==> config.mk <==
export PLATFORM = sky130hd
export DESIGN_NAME = autopoll_sched
export DESIGN_NICKNAME = d
export VERILOG_FILES = /design/src/rtl/autopoll_pkg.sv /design/src/rtl/ap_ms_tick.sv /design/src/rtl/ap_config.sv /design/src/rtl/ap_period_timer.sv /design/src/rtl/ap_poll_fsm.sv /design/src/rtl/autopoll_sched.sv
export SDC_FILE = /design/constraint.sdc
export NUM_CORES = 1
export LEC_CHECK = 0
export BUFFER_PORTS_ARGS = -buffer_cell sky130_fd_sc_hd__buf_2
export CAP_MARGIN = 20
export CELL_PAD_IN_SITES_DETAIL_PLACEMENT = 0
export CELL_PAD_IN_SITES_GLOBAL_PLACEMENT = 1
export CORE_MARGIN = 3
export CORE_UTILIZATION = 34
export CTS_CLUSTER_DIAMETER = 80
export DETAILED_ROUTE_END_ITERATION = 10
export GPL_TIMING_DRIVEN = 1
export PLACE_DENSITY = 0.81
export SLEW_MARGIN = 10
export SYNTH_ARGS = -nofsm -noshare
export SYNTH_HDL_FRONTEND = slang
export SYNTH_SLANG_ARGS = --single-unit
==> constraint.sdc <==
create_clock -name clk -period 2.1 [get_ports clk]
set_input_delay 0.42 -clock clk [delete_from_list [all_inputs] [get_ports clk]]
set_output_delay 0.42 -clock clk [all_outputs]
set_load 0.01 [all_outputs]
==> src/rtl/autopoll_pkg.sv <==
// Shared constants and types for the autopoll scheduler.
// Assumes byte-wide command arguments and a two-byte device mask.
package autopoll_pkg;
    localparam int BYTE_W = 8;
    localparam int MASK_W = 2 * BYTE_W;
    localparam logic [BYTE_W-1:0] HDR_TYPE_POLLED = 8'h00;
    localparam logic [BYTE_W-1:0] HDR_FLAG_POLLED = 8'h40;

    typedef enum logic [1:0] {
        AP_IDLE = 2'd0,
        AP_POLL = 2'd1,
        AP_SEND = 2'd2
    } ap_state_t;
endpackage

==> src/rtl/ap_ms_tick.sv <==
// Millisecond prescaler: pulses tick once every CLK_PER_MS cycles while run is high.
// Assumes restart realigns the phase so that a full millisecond follows it.
module ap_ms_tick #(
    parameter int CLK_PER_MS = 1000
) (
    input  logic clk,
    input  logic rst_n,
    input  logic run,
    input  logic restart,
    output logic tick
);
    localparam int PW = (CLK_PER_MS > 1) ? $clog2(CLK_PER_MS) : 1;
    localparam logic [PW-1:0] LAST = PW'(CLK_PER_MS - 1);

    logic [PW-1:0] cnt_q;

    // Tick on the last cycle of each millisecond.
    assign tick = run && (cnt_q == LAST);

    // Cycle counter, cleared on reset, restart, stop and wrap.
    always_ff @(posedge clk) begin
        if (!rst_n || restart || !run || tick) begin
            cnt_q <= '0;
        end else begin
            cnt_q <= cnt_q + PW'(1);
        end
    end
endmodule

==> src/rtl/ap_config.sv <==
// Command decoder and configuration registers: enable flag, interval, device mask.
// Assumes at most one strobe per command kind per cycle; strobes of different kinds may coincide.
module ap_config
    import autopoll_pkg::*;
#(
    parameter int DEF_PERIOD_MS = 20
) (
    input  logic              clk,
    input  logic              rst_n,
    input  logic              en_cmd_vld,
    input  logic [BYTE_W-1:0] en_cmd_byte,
    input  logic              rate_cmd_vld,
    input  logic [BYTE_W-1:0] rate_cmd_byte,
    input  logic              mask_cmd_vld,
    input  logic [BYTE_W-1:0] mask_cmd_hi,
    input  logic [BYTE_W-1:0] mask_cmd_lo,
    output logic              enable,
    output logic              restart,
    output logic [BYTE_W-1:0] reload,
    output logic [MASK_W-1:0] mask
);
    logic              en_q;
    logic [BYTE_W-1:0] period_q;
    logic [MASK_W-1:0] mask_q;
    logic              en_nxt;
    logic              rate_ok;

    // Next-state decode of the enable flag and the rate acceptance.
    always_comb begin
        en_nxt  = en_cmd_vld ? (en_cmd_byte != '0) : en_q;
        rate_ok = rate_cmd_vld && (rate_cmd_byte != '0);
        restart = (en_nxt && !en_q) || (rate_ok && en_nxt);
        reload  = rate_ok ? rate_cmd_byte : period_q;
    end

    // Configuration registers with their power-up values.
    always_ff @(posedge clk) begin
        if (!rst_n) begin
            en_q     <= 1'b0;
            period_q <= BYTE_W'(DEF_PERIOD_MS);
            mask_q   <= '1;
        end else begin
            en_q <= en_nxt;
            if (rate_ok) begin
                period_q <= rate_cmd_byte;
            end
            if (mask_cmd_vld) begin
                mask_q <= {mask_cmd_hi, mask_cmd_lo};
            end
        end
    end

    assign enable = en_q;
    assign mask   = mask_q;

    // A zero rate leaves the stored interval alone.
    assert_zero_rate_R6: assert property (@(posedge clk) disable iff (!rst_n)
        (rate_cmd_vld && rate_cmd_byte == '0) |=> $stable(period_q));
endmodule

==> src/rtl/ap_period_timer.sv <==
// Interval countdown in milliseconds; raises expire on the tick that ends an interval.
// Assumes reload is never zero and reflects any rate written in the same cycle.
module ap_period_timer
    import autopoll_pkg::*;
#(
    parameter int DEF_PERIOD_MS = 20
) (
    input  logic              clk,
    input  logic              rst_n,
    input  logic              run,
    input  logic              restart,
    input  logic              tick,
    input  logic [BYTE_W-1:0] reload,
    output logic              expire
);
    logic [BYTE_W-1:0] remain_q;

    // Expiry on the final millisecond of the interval.
    assign expire = run && tick && (remain_q == BYTE_W'(1));

    // Countdown: load on restart, rearm on expiry, decrement on each tick.
    always_ff @(posedge clk) begin
        if (!rst_n) begin
            remain_q <= BYTE_W'(DEF_PERIOD_MS);
        end else if (restart || expire) begin
            remain_q <= reload;
        end else if (run && tick) begin
            remain_q <= remain_q - BYTE_W'(1);
        end
    end

    // A restart loads the full interval.
    assert_restart_load_R2: assert property (@(posedge clk) disable iff (!rst_n)
        restart |=> remain_q == $past(reload));
    // The countdown never holds zero, since zero rates never reach it.
    assert_no_zero_count_R6: assert property (@(posedge clk) disable iff (!rst_n)
        remain_q != '0);
endmodule

==> src/rtl/ap_poll_fsm.sv <==
// Poll and packet sequencer: launches a poll per expiry, forwards data-bearing results.
// Assumes poll_done and pkt_ack are single-cycle strobes that answer an outstanding request.
module ap_poll_fsm
    import autopoll_pkg::*;
#(
    parameter int CNT_W = 8
) (
    input  logic              clk,
    input  logic              rst_n,
    input  logic              expire,
    input  logic [MASK_W-1:0] mask,
    output logic              poll_req,
    output logic [MASK_W-1:0] poll_mask,
    input  logic              poll_done,
    input  logic [CNT_W-1:0]  poll_count,
    output logic              pkt_req,
    output logic [CNT_W:0]    pkt_len,
    input  logic              pkt_ack
);
    localparam int LEN_W = CNT_W + 1;

    ap_state_t         state_q;
    logic [MASK_W-1:0] mask_q;
    logic [LEN_W-1:0]  len_q;

    // Sequencer: idle, poll outstanding, packet outstanding.
    always_ff @(posedge clk) begin
        if (!rst_n) begin
            state_q <= AP_IDLE;
            mask_q  <= '1;
            len_q   <= '0;
        end else begin
            case (state_q)
                AP_IDLE: if (expire) begin
                    state_q <= AP_POLL;
                    mask_q  <= mask;
                end
                AP_POLL: if (poll_done) begin
                    if (poll_count != '0) begin
                        len_q   <= LEN_W'(poll_count) + LEN_W'(2);
                        state_q <= AP_SEND;
                    end else begin
                        state_q <= AP_IDLE;
                    end
                end
                AP_SEND: if (pkt_ack) begin
                    state_q <= AP_IDLE;
                end
                default: state_q <= AP_IDLE;
            endcase
        end
    end

    assign poll_req  = (state_q == AP_POLL);
    assign pkt_req   = (state_q == AP_SEND);
    assign poll_mask = mask_q;
    assign pkt_len   = len_q;

    // Poll request and its mask hold until done.
    assert_poll_hold_R7: assert property (@(posedge clk) disable iff (!rst_n)
        (poll_req && !poll_done) |=> (poll_req && $stable(poll_mask)));
    // Packet request and length hold until accepted.
    assert_pkt_hold_R8: assert property (@(posedge clk) disable iff (!rst_n)
        (pkt_req && !pkt_ack) |=> (pkt_req && $stable(pkt_len)));
    // An empty poll yields no packet.
    assert_empty_poll_R9: assert property (@(posedge clk) disable iff (!rst_n)
        (poll_req && poll_done && poll_count == '0) |=> !pkt_req);
    // An expiry during an open packet starts no poll.
    assert_drop_busy_R10: assert property (@(posedge clk) disable iff (!rst_n)
        (pkt_req && !pkt_ack && expire) |=> !poll_req);
endmodule

==> src/rtl/autopoll_sched.sv <==
// Top of the autopoll scheduler: config registers, ms prescaler, countdown, sequencer.
// Assumes command strobes are single-cycle and that neighbours follow the req/done handshakes.
module autopoll_sched
    import autopoll_pkg::*;
#(
    parameter int CLK_PER_MS    = 1000,
    parameter int DEF_PERIOD_MS = 20,
    parameter int CNT_W         = 8
) (
    input  logic              clk,
    input  logic              rst_n,
    input  logic              en_cmd_vld,
    input  logic [7:0]        en_cmd_byte,
    input  logic              rate_cmd_vld,
    input  logic [7:0]        rate_cmd_byte,
    input  logic              mask_cmd_vld,
    input  logic [7:0]        mask_cmd_hi,
    input  logic [7:0]        mask_cmd_lo,
    output logic              poll_req,
    output logic [15:0]       poll_mask,
    input  logic              poll_done,
    input  logic [CNT_W-1:0]  poll_count,
    output logic              pkt_req,
    output logic [7:0]        pkt_type,
    output logic [7:0]        pkt_flag,
    output logic [CNT_W:0]    pkt_len,
    input  logic              pkt_ack
);
    logic              enable;
    logic              restart;
    logic              tick;
    logic              expire;
    logic [BYTE_W-1:0] reload;
    logic [MASK_W-1:0] mask;

    ap_config #(.DEF_PERIOD_MS(DEF_PERIOD_MS)) u_cfg (
        .clk(clk), .rst_n(rst_n),
        .en_cmd_vld(en_cmd_vld), .en_cmd_byte(en_cmd_byte),
        .rate_cmd_vld(rate_cmd_vld), .rate_cmd_byte(rate_cmd_byte),
        .mask_cmd_vld(mask_cmd_vld), .mask_cmd_hi(mask_cmd_hi), .mask_cmd_lo(mask_cmd_lo),
        .enable(enable), .restart(restart), .reload(reload), .mask(mask)
    );

    ap_ms_tick #(.CLK_PER_MS(CLK_PER_MS)) u_tick (
        .clk(clk), .rst_n(rst_n), .run(enable), .restart(restart), .tick(tick)
    );

    ap_period_timer #(.DEF_PERIOD_MS(DEF_PERIOD_MS)) u_timer (
        .clk(clk), .rst_n(rst_n), .run(enable), .restart(restart),
        .tick(tick), .reload(reload), .expire(expire)
    );

    ap_poll_fsm #(.CNT_W(CNT_W)) u_fsm (
        .clk(clk), .rst_n(rst_n), .expire(expire), .mask(mask),
        .poll_req(poll_req), .poll_mask(poll_mask),
        .poll_done(poll_done), .poll_count(poll_count),
        .pkt_req(pkt_req), .pkt_len(pkt_len), .pkt_ack(pkt_ack)
    );

    assign pkt_type = HDR_TYPE_POLLED;
    assign pkt_flag = HDR_FLAG_POLLED;
endmodule

======== Word-level counts from Yosys, hierarchy flattened ========
Index checks and enable logic that the tools add are counted.
word-level totals
  register bits after elaboration ......... 70
  latch bits .............................. 0
  memory bits (writable) .................. 0
  ROM bits ................................ 0
  bits of input ports ..................... 47
  output and inout bits ................... 43
  memories ................................ 0
operators by class
  add/subtract/negate cells ............... 3
  multiply operators ...................... 0
  div/mod/pow operators ................... 0
  order comparisons ....................... 0
  equal/unequal tests ..................... 7
  shift operators ......................... 0
  mux-type cells .......................... 9
  bitwise operators ....................... 0
  reduce and logical (&&, ||, !) cells .... 21
operator list
  operator                                               count
  two-way mux 8 bit                                      3
  nonzero test 8 bit                                     3
  adder 10 x 1 -> 10 bit, second input constant          1
  equality test 10 bit, second input constant            1
  adder 8 x 2 -> 9 bit, second input constant            1
  equality test 8 x 1 -> 1 bit, second input constant    1
  two-way mux 2 bit                                      4
  subtractor 8 x 1 -> 8 bit, second input constant       1
  logical AND 1 bit                                      6
  one-hot mux 2 bit (3 select lines)                     1
  AND reduction 3 bit                                    2
  logical OR 1 bit                                       5
  inequality test 2 x 1 -> 1 bit, second input constant  2
  equality test 2 x 1 -> 1 bit, second input constant    1
  equality test 2 bit, second input constant             1
  zero test 1 bit                                        2
  zero test 2 bit                                        1
  inequality test 2 bit, second input constant           1
  AND reduction 2 bit                                    1
  nonzero test 2 bit                                     1
  two-way mux 1 bit                                      1

======== Depth between registers and ports, before layout ========
Gate-level depths: netlist of run 1.
  depth in word-level cells ............... 7
  depth in mapped cells ................... 9
  depth with buffers taken out ............ 7

======== By module ========
From an unflattened synthesis of run 1, not the netlist that was laid out.
unflattened totals
  cells, all modules ...................... 352
  area total of the unflattened synthesis .. 3186.8 um2
modules (own cells, without submodules)
  module           times used  cells an instance  area an instance (um2)  sequential area each (um2)
  ap_poll_fsm      1           125                1079.8                  540.5
  ap_config        1           100                1039.7                  500.5
  ap_ms_tick       1           54                 471.7                   200.2
  ap_period_timer  1           55                 467.9                   160.2
  autopoll_sched   1           18                 127.6                   0.0

======== Worst setup path after synthesis of run 1 ========
OpenSTA, ideal clock, no wires.
  kind .................................... register to register
  from .................................... register u_tick.cnt_q[0]
  to ...................................... register u_fsm.mask_q[10], in the netlist u_fsm.poll_mask[10]
  library setup time ...................... 0.137 ns
  arrival time ............................ 2.036 ns
  required time ........................... 1.963 ns
  setup slack ............................. -0.073 ns
  cell stages (with the launch flop) ...... 10
  buffers on the path ..................... 3
  period minus slack after synthesis ...... 2.173 ns
  cell sequence ........................... dfxtp_1 > ha_1 > nand4_1 > or4_4 > buf_6 > or4_1 > buf_2 > buf_6 > nand2_1 > nand3_1
on the way
  cells in the longest elaborated chain, start to end .. 5
ends and longest elaborated chain
  item                             RTL line               text
  start: declaration               ap_ms_tick.sv:15       logic [PW-1:0] cnt_q;
  start signal: assignment         ap_ms_tick.sv:25       cnt_q <= cnt_q + PW'(1);
  equality test 10 bit             ap_ms_tick.sv:18       assign tick = run && (cnt_q == LAST);
  logical AND 1 bit                ap_ms_tick.sv:18
  logical AND 1 bit (2 in series)  ap_period_timer.sv:19  assign expire = run && tick && (remain_q == BYTE_W'(1));
  AND reduction 2 bit (no line)    --
  end signal: assignment           ap_poll_fsm.sv:36      mask_q <= mask;
  end: declaration                 ap_poll_fsm.sv:23      logic [MASK_W-1:0] mask_q;
Every way passes these cells.
A chain may end at the register's enable or synchronous reset.

======== Worst setup path in the final report of run 1 ========
  from .................................... register u_tick.cnt_q[7]
  to ...................................... register u_fsm.mask_q[0], in the netlist u_fsm.poll_mask[0]
The elaborated chain is that of the path after synthesis.

==> impl_metrics.json, run 1 <==
{
  "pin_count": 90,
  "diodes": 0,
  "netlist_top_cells_area": "dfxtp_1 47%, nand2_1 7.8%, mux2i_1 7.7%",
  "grt-ovfl-total": 0,
  "rr_worst_depth": 5,
  "place_inst": 511,
  "die_h_um": 99.7,
  "fin_area_um2": 3670,
  "fmax_ghz": 0.504,
  "cts-root-buf": "clkbuf_8",
  "yosys-top-cells-count": "70 x dfxtp_1, 62 x nand2_1, 29 x nor2_1, 25 x nand3_1, 23 x mux2i_1",
  "synth_flop_cell": "dfxtp_1",
  "status": "finished, final reports clean",
  "core-area_um2": 8380,
  "cp-end-kind": "flip-flop",
  "area_growth_pct": 23.0,
  "grt_pass1_vias": 2352,
  "grt.total_usage_pct": 13.4,
  "start_util_pct": 35.6,
  "fp.dieW_um": 99.7,
  "critPathMaxFanout": 8,
  "p_leak_nw": 1.63,
  "period_share_pct": 94.5,
  "gp_congestion": 0.903,
  "grt_max_degree": 35,
  "drc": 0,
  "worstSetupPathType": "reg -> reg",
  "netlist_area_um2": 2980,
  "cts_buffers": 9,
  "instances_no_fill": 528,
  "synth_edf_count": 0,
  "crit_arrival_ns": 2.19,
  "slew_viol_final": 0,
  "skew_ns": 0.00836,
  "cts_max_level": 3,
  "clk_pin_slew_ns": 0.08,
  "place_area_um2": 3450,
  "clk_latency_ns": 0.34,
  "setup_viol": 0,
  "vias": 2531,
  "dpl.hpwl_mm": 4.94,
  "design_power_total_mw": 2.70,
  "hold_viol_final": 0,
  "async_flop_share_pct": 0,
  "ir_worst_vdd_mv": 0.450,
  "min_path_type": "in -> reg",
  "cts_tree": "done",
  "post-route-min-period_ns": 1.98,
  "vias_per_cell": 4.79,
  "netlist_instances": 337,
  "drive_gt1_share_pct": 26.7,
  "max_cap_viol_count": 0,
  "cp.required_ns": 2.31,
  "fin_nets": 469,
  "cp-start-kind": "flip-flop",
  "cellPowerDensity_nw_per_um2": 735,
  "cts_setup_buffers": 0,
  "yosys.area.top_type": "dfxtp_1",
  "dr.pass1.iters": 4,
  "dr.first_iter.drc_count": 87,
  "clock_sinks": 70,
  "yosysSeqAreaShare_pct": 47.0,
  "synth_warnings": 0,
  "avgRoutedWirePerCell_um": 12.7,
  "antenna_found_initial": 0,
  "die-area_um2": 9930,
  "synth_top_cell_area_share_pct": 47.0,
  "synth_seq_cells": 70,
  "routed_wl_mm": 6.71,
  "io_buffers": 73,
  "whs_path_depth": 3,
  "rsz0062_at_grt": "false",
  "rows": 33,
  "postSynthAreaPerCell_um2": 8.85,
  "ctsLongestPathBuffers": 2,
  "synthMostInstantiatedCell": "dfxtp_1",
  "final_util_pct": 43.8,
  "grt_pass1_wl_mm": 10.8,
  "synth_cell_type_count": 40,
  "ant_nets": 0
}
[sequential cells by signal (all words and copies together) (netlist names)]
register / cells
u_timer.remain_q: 8
u_cfg.period_q: 8
u_fsm.pkt_len: 9
u_cfg.mask: 16
u_fsm.poll_mask: 16
u_cfg.enable: 1
u_tick.cnt_q: 10
u_fsm.state_q: 2
[layout make-up]
type | count | area, um2
multi-input combinational | 244 | 1450
timing repair buffer | 85 | 455
fill | 836 | 4710
clock inverter | 6 | 61.3
clock buffer | 10 | 138
tap | 105 | 131
inverter | 8 | 30.0
sequential | 70 | 1410
[final timing paths]
check	endpoint	slack, ns	from
setup / recovery	u_fsm.poll_mask[0]	0.12	u_tick.cnt_q[7]
hold / removal	u_cfg.mask[15]	0.30	mask_cmd_hi[7]
setup reg to reg	u_fsm.poll_mask[0]	0.12	u_tick.cnt_q[7]
hold reg to reg	u_tick.cnt_q[0]	0.44	u_tick.cnt_q[0]
[per-stage QoR]
| stage | TNS, ns | hold slack (ns) | setup slack, ns |
|---|---|---|---|
| finish | 0 | 0.295 | 0.115 |
| global route | 0 | 0.281 | 0.0170 |
| CTS | 0 | 0.283 | 0.0720 |
| detailed placement | 0 | 0.428 | 0.0744 |
| global placement | 0 | 0.424 | 0.0996 |
| floorplan | -0.0712 | 0.416 | -0.00712 |
[critical path, cell delays in order (launching register included)]
cell and delay, ns:
dfxtp_1 0.38, nand4_2 0.15, or4_4 0.57, or4_4 0.58, nand2_1 0.10, nand3_1 0.08
[per-layer routing]
metal	GRT usage (%)	share of wire [%]
met4	2.84	0
met2	19.5	43
met3	5.75	9.6
met5	0	0
met1	18.5	48
[kinds of logic (layout without fill, tap and decap cells)]
group | Yosys count | in the layout | share of synthesized area [%]
AO/OA/AOI/OAI | 39 | 39 | 9.10
XOR/XNOR | 11 | 11 | 3.23
adder cells (fa/ha/maj) | 4 | 4 | 1.68
buffers and inverters | 38 | 109 | 7.38
flip-flops | 70 | 70 | 47.0
multiplexers | 23 | 23 | 7.72
other | 2 | 16 | 0.252
AND/OR/NAND/NOR | 150 | 151 | 23.7
[power breakdown]
group	total [mW]	internal (mW)	switching, mW
clock	1.08	0.576	0.500
sequential	1.39	1.37	0.0250
combinational	0.226	0.0998	0.126
total	2.70	2.04	0.651
[cell usage in the layout, fill, tap and decap left out, types with 2 or more instances in the layout]
cell,Yosys,routed
or4_4,1,3
o2bb2ai_1,5,5
inv_1,8,8
xnor2_1,7,7
a22oi_1,3,3
clkinv_2,0,3
nand3_1,25,25
dfxtp_2,0,4
xor2_1,4,4
or3_1,2,2
buf_2,2,73
ha_1,4,3
a21oi_1,12,12
and3_1,7,7
nor2b_1,2,2
nor3_1,5,5
dfxtp_1,70,66
conb_1,2,16
nor2_1,29,29
o22a_1,3,3
nand2_1,62,62
nor4_1,5,5
or4_1,3,2
a211oi_1,6,6
o21ai_0,4,4
buf_4,16,12
nand4_1,3,3
mux2i_1,23,23
clkbuf_8,0,10
[timing repair]
item,CTS,global route
resized for setup,0,4
hold buffers,0,0
endpoints found under the setup margin,0,16
Note: power is estimated with default switching activity, not from simulation.
==> run 2, diff against run 1 <==
- CORE_UTILIZATION: 34 -> 35
- SYNTH_HIERARCHICAL: default -> 1
==> impl_metrics.json, run 2 <==
{
  "yosys-top-cells-count": "70 x dfxtp_1, 68 x nand2_1, 27 x nand3_1, 26 x mux2i_1, 20 x nor2_1",
  "start_util_pct": 36.4,
  "max_cap_viol_count": 0,
  "grt-ovfl-total": 0,
  "worstSetupPathType": "reg -> reg",
  "routed_wl_mm": 7.15,
  "crit_path_max_incr_delay_ns": 0.43,
  "synth_seq_cells": 70,
  "slew_headroom_pct": 54.9,
  "async_flop_share_pct": 0,
  "crit_arrival_ns": 2.20,
  "synth.area.mux_share_pct": 8.17,
  "skew_ns": 0.00922,
  "min_from": "mask_cmd_hi[0]",
  "cp.required_ns": 2.33,
  "vias": 2696,
  "vias_per_cell": 4.80,
  "core-area_um2": 8760,
  "yosysSeqAreaShare_pct": 44.0,
  "synth_compound_area_share_pct": 10.5,
  "p_switching_uw": 649,
  "rr_worst_depth": 9,
  "fp.dieW_um": 101,
  "postSynthAreaPerCell_um2": 9.05,
  "die-area_um2": 10300,
  "grt.total_usage_pct": 14.5,
  "ir_worst_vdd_mv": 0.335,
  "rows": 34,
  "cts-root-buf": "clkbuf_8",
  "ctsLongestPathBuffers": 2,
  "pin_count": 90,
  "p_clk_share_pct": 45.1,
  "status": "finished, final reports clean",
  "dr.first_iter.drc_count": 94,
  "final_util_pct": 46.1,
  "setup_slack_ns": 0.123,
  "clock_sinks": 70,
  "cts_setup_buffers": 0,
  "netlist_area_um2": 3190,
  "grt_pass1_wl_mm": 11.8,
  "cp-end-kind": "flip-flop",
  "dp_slack_ns": -0.0692,
  "rsz0062_at_grt": "false",
  "drive_gt1_share_pct": 29.3,
  "p_leak_nw": 1.83,
  "diodes": 0,
  "synth_top_cell_area_share_pct": 44.0,
  "dr.pass1.iters": 6,
  "netlist_top_cells_area": "dfxtp_1 44%, mux2i_1 8.2%, nand2_1 8.0%",
  "p_comb_share_pct": 8.7,
  "synth_top_family_by_area": "simple AND/OR/NAND/NOR gates",
  "fmax_ghz": 0.506,
  "synth_edf_count": 0,
  "synthMostInstantiatedCell": "dfxtp_1",
  "cts_max_level": 3,
  "critPathMaxFanout": 3,
  "post-route-min-period_ns": 1.98,
  "cts_buffers": 9,
  "hold_end": "u_cfg/mask[8]",
  "path_buf_inv": 1,
  "setup-tns-final_ns": 0,
  "cts-resized-gates": 0,
  "synth_warnings": 6,
  "synth_xor_area_share_pct": 4.12,
  "hold_buffers": 0,
  "synth_fa_ha_area_share_pct": 1.57,
  "area_growth_pct": 26.9,
  "pwr-share-seq_pct": 46.2,
  "synth_flop_cell": "dfxtp_1",
  "grt_pass1_vias": 2604,
  "slowest_stage": "or4bb_1",
  "path_cells": "ha_1, and2_4, nand4_4, nor2_4, or4bb_1, buf_4, nor2_1, xnor2_1, a21oi_1",
  "io_buffers": 73,
  "cp-start-kind": "flip-flop",
  "min_path_type": "in -> reg",
  "final_common_cell": "buf_2",
  "cts_tree": "done",
  "avgRoutedWirePerCell_um": 12.7,
  "grt_max_degree": 34,
  "netlist_instances": 352,
  "netSwitchingFraction_pct": 21.5,
  "clk_pin_slew_ns": 0.07,
  "final_cell_mix": "73 x buf_2, 70 x dfxtp_1, 68 x nand2_1, 28 x buf_4, 27 x nand3_1",
  "fin_nets": 501,
  "die_h_um": 101,
  "internal_power_mw": 2.37,
  "dpl.hpwl_mm": 5.40,
  "drc": 0,
  "whs_path_depth": 3,
  "clk_latency_ns": 0.34,
  "cellPowerDensity_nw_per_um2": 748,
  "gp_congestion": 0.839,
  "yosys.area.top_type": "dfxtp_1",
  "period_share_pct": 94.2,
  "ant_nets": 0,
  "tightest_slew_ns": 0.676,
  "slew_viol_final": 0,
  "synthSimpleGateAreaFrac_pct": 24.4,
  "antenna_found_initial": 0,
  "r2r-end": "u_timer/remain_q[3]",
  "setup_viol": 0,
  "critical-path-top-delay-family": "simple AND/OR/NAND/NOR gates",
  "r2r-start": "u_tick/cnt_q[0]",
  "hold_viol_final": 0,
  "synth_cell_type_count": 50,
  "design_power_total_mw": 3.02,
  "rrSetupSlack_ns": 0.12
}
==> run 2: changes by cell type in the layout (fill, tap and decap cells not counted), sizes merged, moves of 4 or more <==
cell,before,now
nor2,29,20
a211oi,6,2
buf,85,102
a21oi,12,16
nand2,62,68
nor2b,2,7
o2bb2ai,5,0
o211a,0,4
and3,7,1
==> run 2: worst min-delay path, cell delays in order <==
cell	delay [ns]
buf_2	0.07
mux2i_1	0.05
nand2_1	0.06
==> run 2: through the flow <==
| stage | instance area (um2) | cells | hold slack (ns) |
|---|---|---|---|
| 2_1_floorplan | 3240 | 366 | 0.429 |
| 3_3_place_gp | 3780 | 547 | 0.446 |
| 3_5_place_dp | 3780 | 547 | 0.455 |
| 4_1_cts | 4030 | 562 | 0.272 |
| 5_1_grt | 4040 | 562 | 0.270 |
| 6_report | 4040 | 562 | 0.290 |
==> run 2: layer usage <==
layer | vias up | track usage, % | wire length [um]
met3 | 10 | 3.72 | 399
li1 | 1386 | - | -
met1 | 1231 | 18.2 | 3260
met5 | - | 0 | 0
met2 | 69 | 23.4 | 3350
met4 | 0 | 6.44 | 140
==> run 2: area by class of cell <==
type                    instances  area (um2)
fillers                       861        4720
multi-input cells             259        1630
flip-flops and latches         70        1400
repair buffers                102         596
clock buffers                  12         165
well taps                     108         135
clock inverters                 3        90.1
inverters                       8        30.0
==> run 2: worst max path at each step <==
| stage | startpoint | end | slack [ns] | cells after the start |
|---|---|---|---|---|
| after floorplan | u_tick/cnt_q[0] | u_timer/remain_q[7] | 0.002 | 8 |
| after global placement | en_cmd_byte[2] | u_timer/remain_q[5] | 0.009 | 9 |
| after detailed placement | en_cmd_byte[2] | u_timer/remain_q[3] | -0.07 | 9 |
| after CTS | u_tick/cnt_q[1] | u_timer/remain_q[7] | 0.03 | 8 |
| after global routing | u_tick/cnt_q[1] | u_timer/remain_q[3] | 0.04 | 9 |
| final | u_tick/cnt_q[0] | u_timer/remain_q[3] | 0.12 | 9 |
==> run 2: cell families (layout without fill, tap and decap cells) <==
kind of cell               after synthesis  after routing
AOI/OAI and AO/OA                       47             47
xor gates and xnor gates                15             15
adders and majority gates                4              4
buffers and inverters                   37            125
DFF                                     70             70
muxes                                   26             26
other                                    2             16
and+or+nand+nor                        151            151
==> run 2: power by group through the flow <==
| stage | sequential, mW | combinational (mW) | clock (mW) |
|---|---|---|---|
| 4_1_cts | 1.40 | 0.265 | 1.39 |
| 6_report | 1.40 | 0.263 | 1.36 |
| 3_3_place_gp | 1.43 | 0.258 | 0 |
| 5_1_grt | 1.40 | 0.295 | 1.46 |
| 3_5_place_dp | 1.43 | 0.264 | 0 |
| 2_1_floorplan | 1.42 | 0.175 | 0 |
